## src/rtl/wol_pkg.sv

```systemverilog
package wol_pkg;
  parameter int unsigned MAC_BYTES = 6;
  typedef enum logic {ST_SYNC, ST_REP} scan_st_e;
endpackage

```

## src/rtl/wol_addr_filter.sv

```systemverilog
module wol_addr_filter #(
  parameter int unsigned MAC_BYTES = wol_pkg::MAC_BYTES,
  parameter int unsigned HDR_BYTES = 12
) (
  input  logic                   clk_i,
  input  logic                   rst_ni,
  input  logic                   valid_i,
  input  logic                   sof_i,
  input  logic [7:0]             data_i,
  input  logic [8*MAC_BYTES-1:0] station_i,
  output logic                   payload_o,
  output logic                   dest_ok_o
);
  localparam int unsigned IW = $clog2(HDR_BYTES + 1);
  localparam logic [IW-1:0] HDR_IDX = IW'(HDR_BYTES);
  localparam logic [IW-1:0] MAC_IDX = IW'(MAC_BYTES);

  logic [IW-1:0] idx_q, cur_idx;
  logic          in_dest, byte_match, is_ff;
  logic          uc_q, bc_q, mc_q;
  logic [8*MAC_BYTES-1:0] sh;
  int            shamt;

  always_comb begin
    cur_idx    = sof_i ? '0 : idx_q;
    in_dest    = cur_idx < MAC_IDX;
    shamt      = in_dest ? 8 * (MAC_BYTES - 1 - int'(cur_idx)) : 0;
    sh         = station_i >> shamt;
    byte_match = data_i == sh[7:0];
    is_ff      = data_i == 8'hFF;
    payload_o  = cur_idx == HDR_IDX;
  end

  always_ff @(posedge clk_i or negedge rst_ni) begin
    if (!rst_ni) begin
      idx_q <= '0;
      uc_q  <= 1'b0;
      bc_q  <= 1'b0;
      mc_q  <= 1'b0;
    end else if (valid_i) begin
      idx_q <= (cur_idx == HDR_IDX) ? HDR_IDX : cur_idx + 1'b1;
      if (cur_idx == '0) begin
        uc_q <= byte_match;
        bc_q <= is_ff;
        mc_q <= data_i[0];
      end else if (in_dest) begin
        uc_q <= uc_q & byte_match;
        bc_q <= bc_q & is_ff;
      end
    end
  end

  assign dest_ok_o = uc_q | bc_q | mc_q;
endmodule

```

## src/rtl/wol_sync_scan.sv

```systemverilog
module wol_sync_scan
  import wol_pkg::*;
#(
  parameter int unsigned MAC_BYTES = wol_pkg::MAC_BYTES,
  parameter int unsigned SYNC_LEN  = 6,
  parameter int unsigned REPS      = 16
) (
  input  logic                   clk_i,
  input  logic                   rst_ni,
  input  logic                   valid_i,
  input  logic                   sof_i,
  input  logic                   payload_i,
  input  logic [7:0]             data_i,
  input  logic [8*MAC_BYTES-1:0] station_i,
  output logic                   hit_o
);
  localparam int unsigned RW = $clog2(SYNC_LEN + 1);
  localparam int unsigned SW = $clog2(MAC_BYTES);
  localparam int unsigned CW = $clog2(REPS);
  localparam logic [RW-1:0] RUN_MAX  = RW'(SYNC_LEN);
  localparam logic [SW-1:0] SEL_LAST = SW'(MAC_BYTES - 1);
  localparam logic [CW-1:0] REP_LAST = CW'(REPS - 1);

  scan_st_e      st_q;
  logic [RW-1:0] run_q, run_nxt;
  logic [SW-1:0] sel_q;
  logic [CW-1:0] rep_q;
  logic          found_q, match, done, sync_ok;
  logic [8*MAC_BYTES-1:0] sh;

  always_comb begin
    if (!payload_i || data_i != 8'hFF) run_nxt = '0;
    else if (run_q == RUN_MAX)         run_nxt = run_q;
    else                               run_nxt = run_q + 1'b1;
    sync_ok = run_nxt == RUN_MAX;
    sh      = station_i >> (8 * (MAC_BYTES - 1 - int'(sel_q)));
    match   = data_i == sh[7:0];
    done    = valid_i && !sof_i && payload_i && !found_q && st_q == ST_REP &&
              match && sel_q == SEL_LAST && rep_q == REP_LAST;
  end

  always_ff @(posedge clk_i or negedge rst_ni) begin
    if (!rst_ni) begin
      st_q    <= ST_SYNC;
      run_q   <= '0;
      sel_q   <= '0;
      rep_q   <= '0;
      found_q <= 1'b0;
    end else if (valid_i) begin
      if (sof_i) begin
        st_q    <= ST_SYNC;
        run_q   <= '0;
        sel_q   <= '0;
        rep_q   <= '0;
        found_q <= 1'b0;
      end else begin
        run_q <= run_nxt;
        if (payload_i && !found_q) begin
          if (st_q == ST_SYNC) begin
            if (sync_ok) begin
              st_q  <= ST_REP;
              sel_q <= '0;
              rep_q <= '0;
            end
          end else if (match) begin
            if (sel_q == SEL_LAST) begin
              sel_q <= '0;
              if (rep_q == REP_LAST) found_q <= 1'b1;
              else                   rep_q   <= rep_q + 1'b1;
            end else begin
              sel_q <= sel_q + 1'b1;
            end
          end else begin
            // a breaking 0xFF may still belong to a fresh sync run
            sel_q <= '0;
            rep_q <= '0;
            st_q  <= sync_ok ? ST_REP : ST_SYNC;
          end
        end
      end
    end
  end

  assign hit_o = found_q | done;
endmodule

```

## src/rtl/wol_wake_event.sv

```systemverilog
module wol_wake_event (
  input  logic clk_i,
  input  logic rst_ni,
  input  logic valid_i,
  input  logic eof_i,
  input  logic err_i,
  input  logic enable_i,
  input  logic hit_i,
  input  logic dest_ok_i,
  input  logic clear_i,
  output logic detected_o,
  output logic event_o
);
  logic fire, det_q, evt_q;

  assign fire = valid_i & eof_i & ~err_i & enable_i & hit_i & dest_ok_i;

  always_ff @(posedge clk_i or negedge rst_ni) begin
    if (!rst_ni) begin
      det_q <= 1'b0;
      evt_q <= 1'b0;
    end else begin
      evt_q <= fire;
      det_q <= fire | (det_q & ~clear_i);
    end
  end

  assign detected_o = det_q;
  assign event_o    = evt_q;
endmodule

```

## src/rtl/wol_detect.sv

```systemverilog
module wol_detect #(
  parameter int unsigned HDR_BYTES = 12,
  parameter int unsigned SYNC_LEN  = 6,
  parameter int unsigned REPS      = 16
) (
  input  logic        clk_i,
  input  logic        rst_ni,
  input  logic        enable_i,
  input  logic [47:0] station_addr_i,
  input  logic        rx_valid_i,
  input  logic        rx_sof_i,
  input  logic        rx_eof_i,
  input  logic        rx_err_i,
  input  logic [7:0]  rx_data_i,
  input  logic        clear_i,
  output logic        detected_o,
  output logic        event_o,
  output logic        rx_hold_o
);
  localparam int unsigned MB = wol_pkg::MAC_BYTES;

  logic payload, dest_ok, hit;

  wol_addr_filter #(.MAC_BYTES(MB), .HDR_BYTES(HDR_BYTES)) u_filt (
    .clk_i     (clk_i),
    .rst_ni    (rst_ni),
    .valid_i   (rx_valid_i),
    .sof_i     (rx_sof_i),
    .data_i    (rx_data_i),
    .station_i (station_addr_i),
    .payload_o (payload),
    .dest_ok_o (dest_ok)
  );

  wol_sync_scan #(.MAC_BYTES(MB), .SYNC_LEN(SYNC_LEN), .REPS(REPS)) u_scan (
    .clk_i     (clk_i),
    .rst_ni    (rst_ni),
    .valid_i   (rx_valid_i),
    .sof_i     (rx_sof_i),
    .payload_i (payload),
    .data_i    (rx_data_i),
    .station_i (station_addr_i),
    .hit_o     (hit)
  );

  wol_wake_event u_evt (
    .clk_i      (clk_i),
    .rst_ni     (rst_ni),
    .valid_i    (rx_valid_i),
    .eof_i      (rx_eof_i),
    .err_i      (rx_err_i),
    .enable_i   (enable_i),
    .hit_i      (hit),
    .dest_ok_i  (dest_ok),
    .clear_i    (clear_i),
    .detected_o (detected_o),
    .event_o    (event_o)
  );

  assign rx_hold_o = enable_i;
endmodule

```

## config.mk

```make
export PLATFORM = sky130hd
export DESIGN_NAME = wol_detect
export DESIGN_NICKNAME = d
export VERILOG_FILES = /design/src/rtl/wol_pkg.sv /design/src/rtl/wol_addr_filter.sv /design/src/rtl/wol_sync_scan.sv /design/src/rtl/wol_wake_event.sv /design/src/rtl/wol_detect.sv
export SDC_FILE = /design/constraint.sdc
export NUM_CORES = 1
export LEC_CHECK = 0
export BUFFER_PORTS_ARGS = -buffer_cell sky130_fd_sc_hd__buf_2
export CAP_MARGIN = 5
export CORE_ASPECT_RATIO = 1.2
export CORE_MARGIN = 2
export CORE_UTILIZATION = 35
export CTS_BUF_LIST = sky130_fd_sc_hd__clkbuf_8 sky130_fd_sc_hd__clkbuf_16
export DETAILED_ROUTE_END_ITERATION = 8
export PLACE_DENSITY = 0.63
export REMOVE_ABC_BUFFERS = 1
export SETUP_SLACK_MARGIN = 0.05
export SKIP_CTS_REPAIR_TIMING = 1
export SYNTH_ARGS = -nofsm -noshare
export SYNTH_HDL_FRONTEND = slang
export SYNTH_SLANG_ARGS = --single-unit
```

## constraint.sdc

```tcl
create_clock -name clk_i -period 5.5 [get_ports clk_i]
set_input_delay 0.55 -clock clk_i [delete_from_list [all_inputs] [get_ports clk_i]]
set_output_delay 0.55 -clock clk_i [all_outputs]
set_load 0.1 [all_outputs]
```

==> results of run 1 <==
-- layout make-up --
cell class                      count  area share
Multi-Input combinational cell    289       0.657
Sequential cell                    21       0.164
Timing Repair Buffer               69       0.110
Tap cell                           92      0.0360
Inverter                           15      0.0176
Clock buffer                        3      0.0129
Clock inverter                      1     0.00157
-- placed cells by master, fill, tap and decap left out, types with 3 or more instances in the layout --
master,n
nand3_1,25
or4_1,5
nor2b_1,3
clkbuf_8,3
buf_4,3
a21o_1,4
nand2_1,27
o211ai_1,8
and2_1,7
nand4b_1,3
mux4_2,3
o21ai_0,19
o21a_1,3
a222oi_1,4
nor3_1,8
nand3b_1,5
and3_1,9
or2_2,4
a32oi_1,5
a31oi_1,13
o31ai_1,4
mux2_2,17
nand4_1,8
a211oi_1,6
buf_2,66
nor4_1,5
inv_1,14
a21oi_1,14
nor2_1,13
ha_1,11
dfrtp_1,21
mux2i_1,4
nor3b_1,4
-- through the flow --
stage / setup slack [ns] / std cells / cell area, sq um / util / hold slack, ns
after detailed placement: 1.44 / 486 / 3150 / 0.409 / 0.506
after global placement: 1.44 / 486 / 3150 / 0.409 / 0.492
final: 1.56 / 490 / 3200 / 0.415 / 0.239
after floorplan: 2.22 / 325 / 2680 / - / 0.254
after CTS: 1.66 / 490 / 3200 / 0.415 / 0.262
after global routing: 1.26 / 490 / 3200 / 0.415 / 0.278
-- sequential cells by signal, summed over array words and instances, names as in the netlist, 3 cells and up --
register / flops
u_scan.sel_q: 3
u_filt.idx_q: 4
u_scan.rep_q: 4
u_scan.run_q: 3
-- cell families after synthesis --
group | count (synthesis) | synth area share
AND/OR/NAND/NOR | 137 | 0.275
AO/OA/AOI/OAI | 114 | 0.297
adder cells (fa/ha/maj) | 11 | 0.0493
multiplexers | 27 | 0.131
flip-flops | 21 | 0.188
buffers and inverters | 38 | 0.0588
-- worst max-delay path: stages (launching register included) --
cell      delay [ns]
dfrtp_1         0.65
inv_1           0.21
ha_1            0.68
mux2_2          0.40
a222oi_1        0.63
a31oi_1         0.18
nor3_1          0.24
o22ai_1         0.23
or3_4           0.46
a31oi_2         0.17
-- path summary, 6_finish.rpt --
kind,slack [ns],depth (start not counted),endpoint,startpoint
max,1.56,9,u_scan.st_q,u_scan.sel_q[1]
min,0.24,1,u_scan.sel_q[0],rst_ni
max reg2reg,1.56,9,u_scan.st_q,u_scan.sel_q[1]
min reg2reg,0.52,1,u_scan.found_q,u_scan.found_q
max in group asynchronous,4.93,1,u_scan.sel_q[2],rst_ni
min in group clk_i,0.49,2,u_evt.detected_o,clear_i
-- power by group through the flow --
stage	Clock [uW]	Sequential, uW	Combinational [uW]
3_3_place_gp	0	186	272
4_1_cts	105	184	273
2_1_floorplan	0	182	171
6_report	103	185	279
5_1_grt	111	188	300
3_5_place_dp	0	187	273
-- layer usage --
metal / up-vias / GRT usage
li1: 1489 / -
met1: 1496 / 0.271
met2: 156 / 0.380
met3: 30 / 0.0147
met4: 0 / 0.101
met5: - / 0
==> impl_metrics.tcl, run 1 <==
set metrics [dict create \
    met3_length_um 562 \
    path_class "reg2reg" \
    start_util 0.362 \
    nNetsFinal 474 \
    period_share 0.716 \
    core_area_sq_um 7710 \
    critPathLaunchType "flop" \
    synth_area_sq_um 2790 \
    yosysSeqAreaShare 0.188 \
    tritoncts "yes" \
    cellPowerDensity_nw_per_um2 177 \
    ys_warn_count 0 \
    skew_ns 0.00215 \
    status "finished clean" \
    numPortBuffers 66 \
    highest_layer "met4" \
    synth_top_area_cell "dfrtp_1" \
    p_leak_uw 0.00139 \
    first_iter_violations 165 \
    cp_data_required_time_ns 5.69 \
    ys_async_sr_fraction 1.00 \
    power_switching_uw 241 \
    wl_per_cell_um 19.3 \
    num_io_pins 67 \
    area_growth_pct 14.6 \
    gp_congestion 1.07 \
    grt-ovfl-total 0 \
    yosys_most_used_dff "dfrtp_1" \
    clkLatencyLatePin_ns 0.26 \
    grt_antenna_before_repair 0 \
    p_total_uw 567 \
    cts-buffers-inserted 3 \
    drive_gt1_frac 0.266 \
    worstPathArrival_ns 4.13 \
    critPathMaxFanout 16 \
    ir_worst_vdd_v 0.0000851 \
    ant_nets 0 \
    switching_share 0.425 \
    grt_pass1_wl_um 14900 \
    maxSlewViolCount 0 \
    routed_wl_um 9430 \
    fillerInstances 793 \
    synthTopCellsByCount "27 x nand2_1, 25 x nand3_1, 21 x dfrtp_1" \
    finalCriticalPeriod_ns 3.94 \
    fp.dieH_um 102 \
    maxSlewHeadroom 0.373 \
    hold_path.class "in2async" \
    track_usage 0.216 \
    yosysTopAreaCellShare 0.188 \
    cp-end-kind "flop" \
    intPower_uw 326 \
    combPwrFrac 0.491 \
    drv_cap 0 \
    met1_length_um 3950 \
    hold_viol 0 \
    firstDrtPassIters 5 \
    yosys.cell_count.top_type "nand2_1" \
    regArea_sq_um 526 \
    cts_buffer_depth 2 \
    tightest_slew_ns 0.941 \
    synth_edf_count 0 \
    fin_setup_tns_ns 0 \
    yosys_register_bits 21 \
    grt_pass1_vias 3005 \
    dieArea_sq_um 8700 \
    clk_pin_slew_ns 0.08 \
    multi_input_area_sq_um 2100 \
    h-tree-depth 1 \
    seq_power_share 0.327 \
    drc 0 \
    synth_cell_types 69 \
    vias 3171 \
    synth_area_leaders "dfrtp_1 19%, mux2_2 6.9%, ha_1 4.9%" \
    wl_met2_um 4540 \
    postSynthCellCount 348 \
    synth_area_per_cell_sq_um 8.01 \
    rsz0062_at_grt "false" \
    setup_viol 0 \
    dieWidth_um 85.5 \
    via_per_inst 6.47 \
    clkPwrFrac 0.182 \
    grt_max_degree 28 \
    dp_hpwl_um 7340 \
    clock_sink_count 21 \
    cts_root_buffer "clkbuf_8" \
    antenna_cells 0 \
    max_freq_ghz 0.254 \
    row_count 35 \
]
Note: power is estimated with default switching activity, not from simulation.
==> inputs of run 2 (changes only) <==
--- a/config.mk
+++ b/config.mk
@@ -5,6 +5,7 @@
 export SDC_FILE = /design/constraint.sdc
 export NUM_CORES = 1
 export LEC_CHECK = 0
+export ABC_AREA = 1
 export BUFFER_PORTS_ARGS = -buffer_cell sky130_fd_sc_hd__buf_2
 export CAP_MARGIN = 5
 export CORE_ASPECT_RATIO = 1.2
@@ -12,7 +13,7 @@
 export CORE_UTILIZATION = 35
 export CTS_BUF_LIST = sky130_fd_sc_hd__clkbuf_8 sky130_fd_sc_hd__clkbuf_16
 export DETAILED_ROUTE_END_ITERATION = 8
-export PLACE_DENSITY = 0.63
+export PLACE_DENSITY = 0.65
 export REMOVE_ABC_BUFFERS = 1
 export SETUP_SLACK_MARGIN = 0.05
 export SKIP_CTS_REPAIR_TIMING = 1
==> constraint.sdc (replaced) <==
create_clock -name clk_i -period 3.3 [get_ports clk_i]
set_input_delay 0.33 -clock clk_i [delete_from_list [all_inputs] [get_ports clk_i]]
set_output_delay 0.33 -clock clk_i [all_outputs]
set_load 0.1 [all_outputs]
==> run 2 against run 1 <==
- via count grew 3.9%
- register-to-register slack lost 1.1 ns
- largest cell class unchanged
- clock power grew 56%
- first-iteration DRC count grew 19%
- design area grew 2.2%
- critical endpoint is now u_scan.rep_q[1]
- final cell count grew 34%
- sequential cell count is the same
- synthesized cell count grew 45%
==> impl_metrics.tcl, run 2 <==
set metrics [dict create \
    fin_setup_tns_ns 0 \
    postSynthCellCount 504 \
    intPower_uw 516 \
    yosys_register_bits 21 \
    setup_viol 0 \
    switching_share 0.431 \
    ys_warn_count 0 \
    nNetsFinal 638 \
    area_growth_pct 13.8 \
    maxSlewHeadroom 0.628 \
    max_freq_ghz 0.346 \
    period_share 0.875 \
    clock_sink_count 21 \
    drive_gt1_frac 0.185 \
    core_area_sq_um 8060 \
    clk_pin_slew_ns 0.07 \
    final_common_cell "nand2_1" \
    critPathSlowestCell "ha_1" \
    synth_area_sq_um 2870 \
    vias 3294 \
    largest_registers "u_filt.idx_q: 4 flops, u_scan.rep_q: 4 flops" \
    cts_root_buffer "clkbuf_8" \
    gp_congestion 0.904 \
    yosys.cell_count.top_type "nand2_1" \
    rsz0062_at_grt "false" \
    grt_antenna_before_repair 0 \
    synth_area_per_cell_sq_um 5.69 \
    via_per_inst 5.01 \
    tritoncts "yes" \
    cellPowerDensity_nw_per_um2 277 \
    path_class "reg2reg" \
    track_usage 0.199 \
    synthTopCellsByCount "203 x nand2_1, 67 x inv_1, 67 x nand3_1" \
    p_leak_uw 0.00197 \
    critPathMaxFanout 10 \
    power_switching_uw 390 \
    routed_wl_um 8660 \
    firstDrtPassIters 4 \
    rrSetupSlack_ns 0.41 \
    grt_max_degree 29 \
    seq_power_share 0.316 \
    dieWidth_um 86.7 \
    reg2regPathDepth 15 \
    path_cells "inv_2 -> ha_1 -> inv_1 -> nor2_1 -> nand2_1 -> nand2_1 -> nand2_1 -> nand2_1 -> nand2_1 -> nand2_1 -> nand2_1 -> nor2_1 -> nand4_2 -> nand3_1 -> nand2_1" \
    row_count 36 \
    yosys_most_used_dff "dfrtp_1" \
    place_ws_ns 0.425 \
    cts-buffers-inserted 3 \
    r2r_end "u_scan.rep_q[1]" \
    start_util 0.356 \
    fp.dieH_um 103 \
    num_io_pins 67 \
    clkPwrFrac 0.178 \
    status "finished clean" \
    maxSlewViolCount 0 \
    grt_pass1_vias 3259 \
    clkLatencyLatePin_ns 0.25 \
    wl_per_cell_um 13.2 \
    drc 0 \
    skew_ns 0.00200 \
    finalCriticalPeriod_ns 2.89 \
    fin_ws_ns 0.414 \
    crit_start "u_scan.sel_q[1]" \
    yosysSeqAreaShare 0.183 \
    p_total_uw 906 \
    numPortBuffers 66 \
    cp_common_cell "nand2_1" \
    tightest_slew_ns 0.556 \
    worstPathArrival_ns 3.03 \
    drv_cap 0 \
    ant_nets 0 \
    cp_data_required_time_ns 3.44 \
    yosysTopAreaCellShare 0.266 \
    cp-end-kind "flop" \
    synth_edf_count 0 \
    synth_top_area_cell "nand2_1" \
    grt-ovfl-total 0 \
    cts_buffer_depth 2 \
    r2r_start "u_scan.sel_q[1]" \
    ir_worst_vdd_v 0.000208 \
    critPathLaunchType "flop" \
    dieArea_sq_um 8940 \
    dp_hpwl_um 6870 \
    slowest_delay_ns 0.60 \
    hold_viol 0 \
    synth_area_leaders "nand2_1 27%, dfrtp_1 18%, nand3_1 12%" \
    h-tree-depth 1 \
    first_iter_violations 196 \
    grt_pass1_wl_um 14400 \
    combPwrFrac 0.506 \
    hold_path.class "in2async" \
    crit_path_end "u_scan.rep_q[1]" \
    ys_async_sr_fraction 1.00 \
    antenna_cells 0 \
    mostFrequentLayoutCells "203 x nand2_1, 68 x inv_1, 67 x nand3_1" \
    synth_cell_types 40 \
]
==> run 2: cells by family after synthesis <==
family	after synthesis	share of synthesized area
AOI/OAI and AO/OA	36	0.0789
xor gates and xnor gates	4	0.0122
adders and majority gates	11	0.0480
buffers and inverters	91	0.143
DFF	21	0.183
and+or+nand+nor	341	0.534
==> run 2: power groups by stage <==
stage	registers (uW)	logic (uW)	clock network [uW]
6_report	286	458	161
3_5_place_dp	291	457	0
2_1_floorplan	289	314	0
3_3_place_gp	290	451	0
4_1_cts	286	459	168
5_1_grt	287	521	177
==> run 2: through the flow <==
| step | instances | cell area, sq um | util | hold WS [ns] |
|---|---|---|---|---|
| floorplan | 490 | 2760 | - | 0.0344 |
| global placement | 653 | 3220 | 0.399 | 0.321 |
| detailed placement | 653 | 3220 | 0.399 | 0.322 |
| CTS | 657 | 3270 | 0.405 | 0.0433 |
| global route | 657 | 3270 | 0.405 | 0.0676 |
| finish | 657 | 3270 | 0.405 | 0.0354 |
==> run 2: area by class of cell <==
type                            count  area (sq um)
Fill cell                         890          4800
Multi-Input combinational cell    392          1930
Sequential cell                    21           526
Timing Repair Buffer               68           345
Inverter                           77           299
Tap cell                           95           119
Clock buffer                        3          41.3
Clock inverter                      1          3.75
==> run 2: worst min path at each step <==
stage	startpoint	to	slack, ns	cells after the start
floorplan	rst_ni	u_evt.detected_o	0.03	0
global placement	rst_ni	u_scan.rep_q[0]	0.32	1
detailed placement	rst_ni	u_scan.rep_q[2]	0.32	1
CTS	rst_ni	u_scan.rep_q[2]	0.04	1
global route	rst_ni	u_scan.rep_q[0]	0.07	1
finish	rst_ni	u_scan.rep_q[2]	0.04	1
==> run 2: worst max-delay path: cells and delay by family (launching register included) <==
kind,cells,cell delay [ns]
fa+ha+maj,1,0.60
buf+inv,2,0.43
flops,1,0.47
simple gates,12,1.27
==> run 2: routing by layer <==
layer / GRT usage / routed length (um) / part of all wire / up-vias
li1: - / - / - / 1704
met1: 0.236 / 3670 / 0.42 / 1471
met2: 0.372 / 4240 / 0.49 / 100
met3: 0.0119 / 516 / 0.060 / 19
met4: 0.0817 / 227 / 0.026 / 0
met5: 0 / 0 / 0 / -
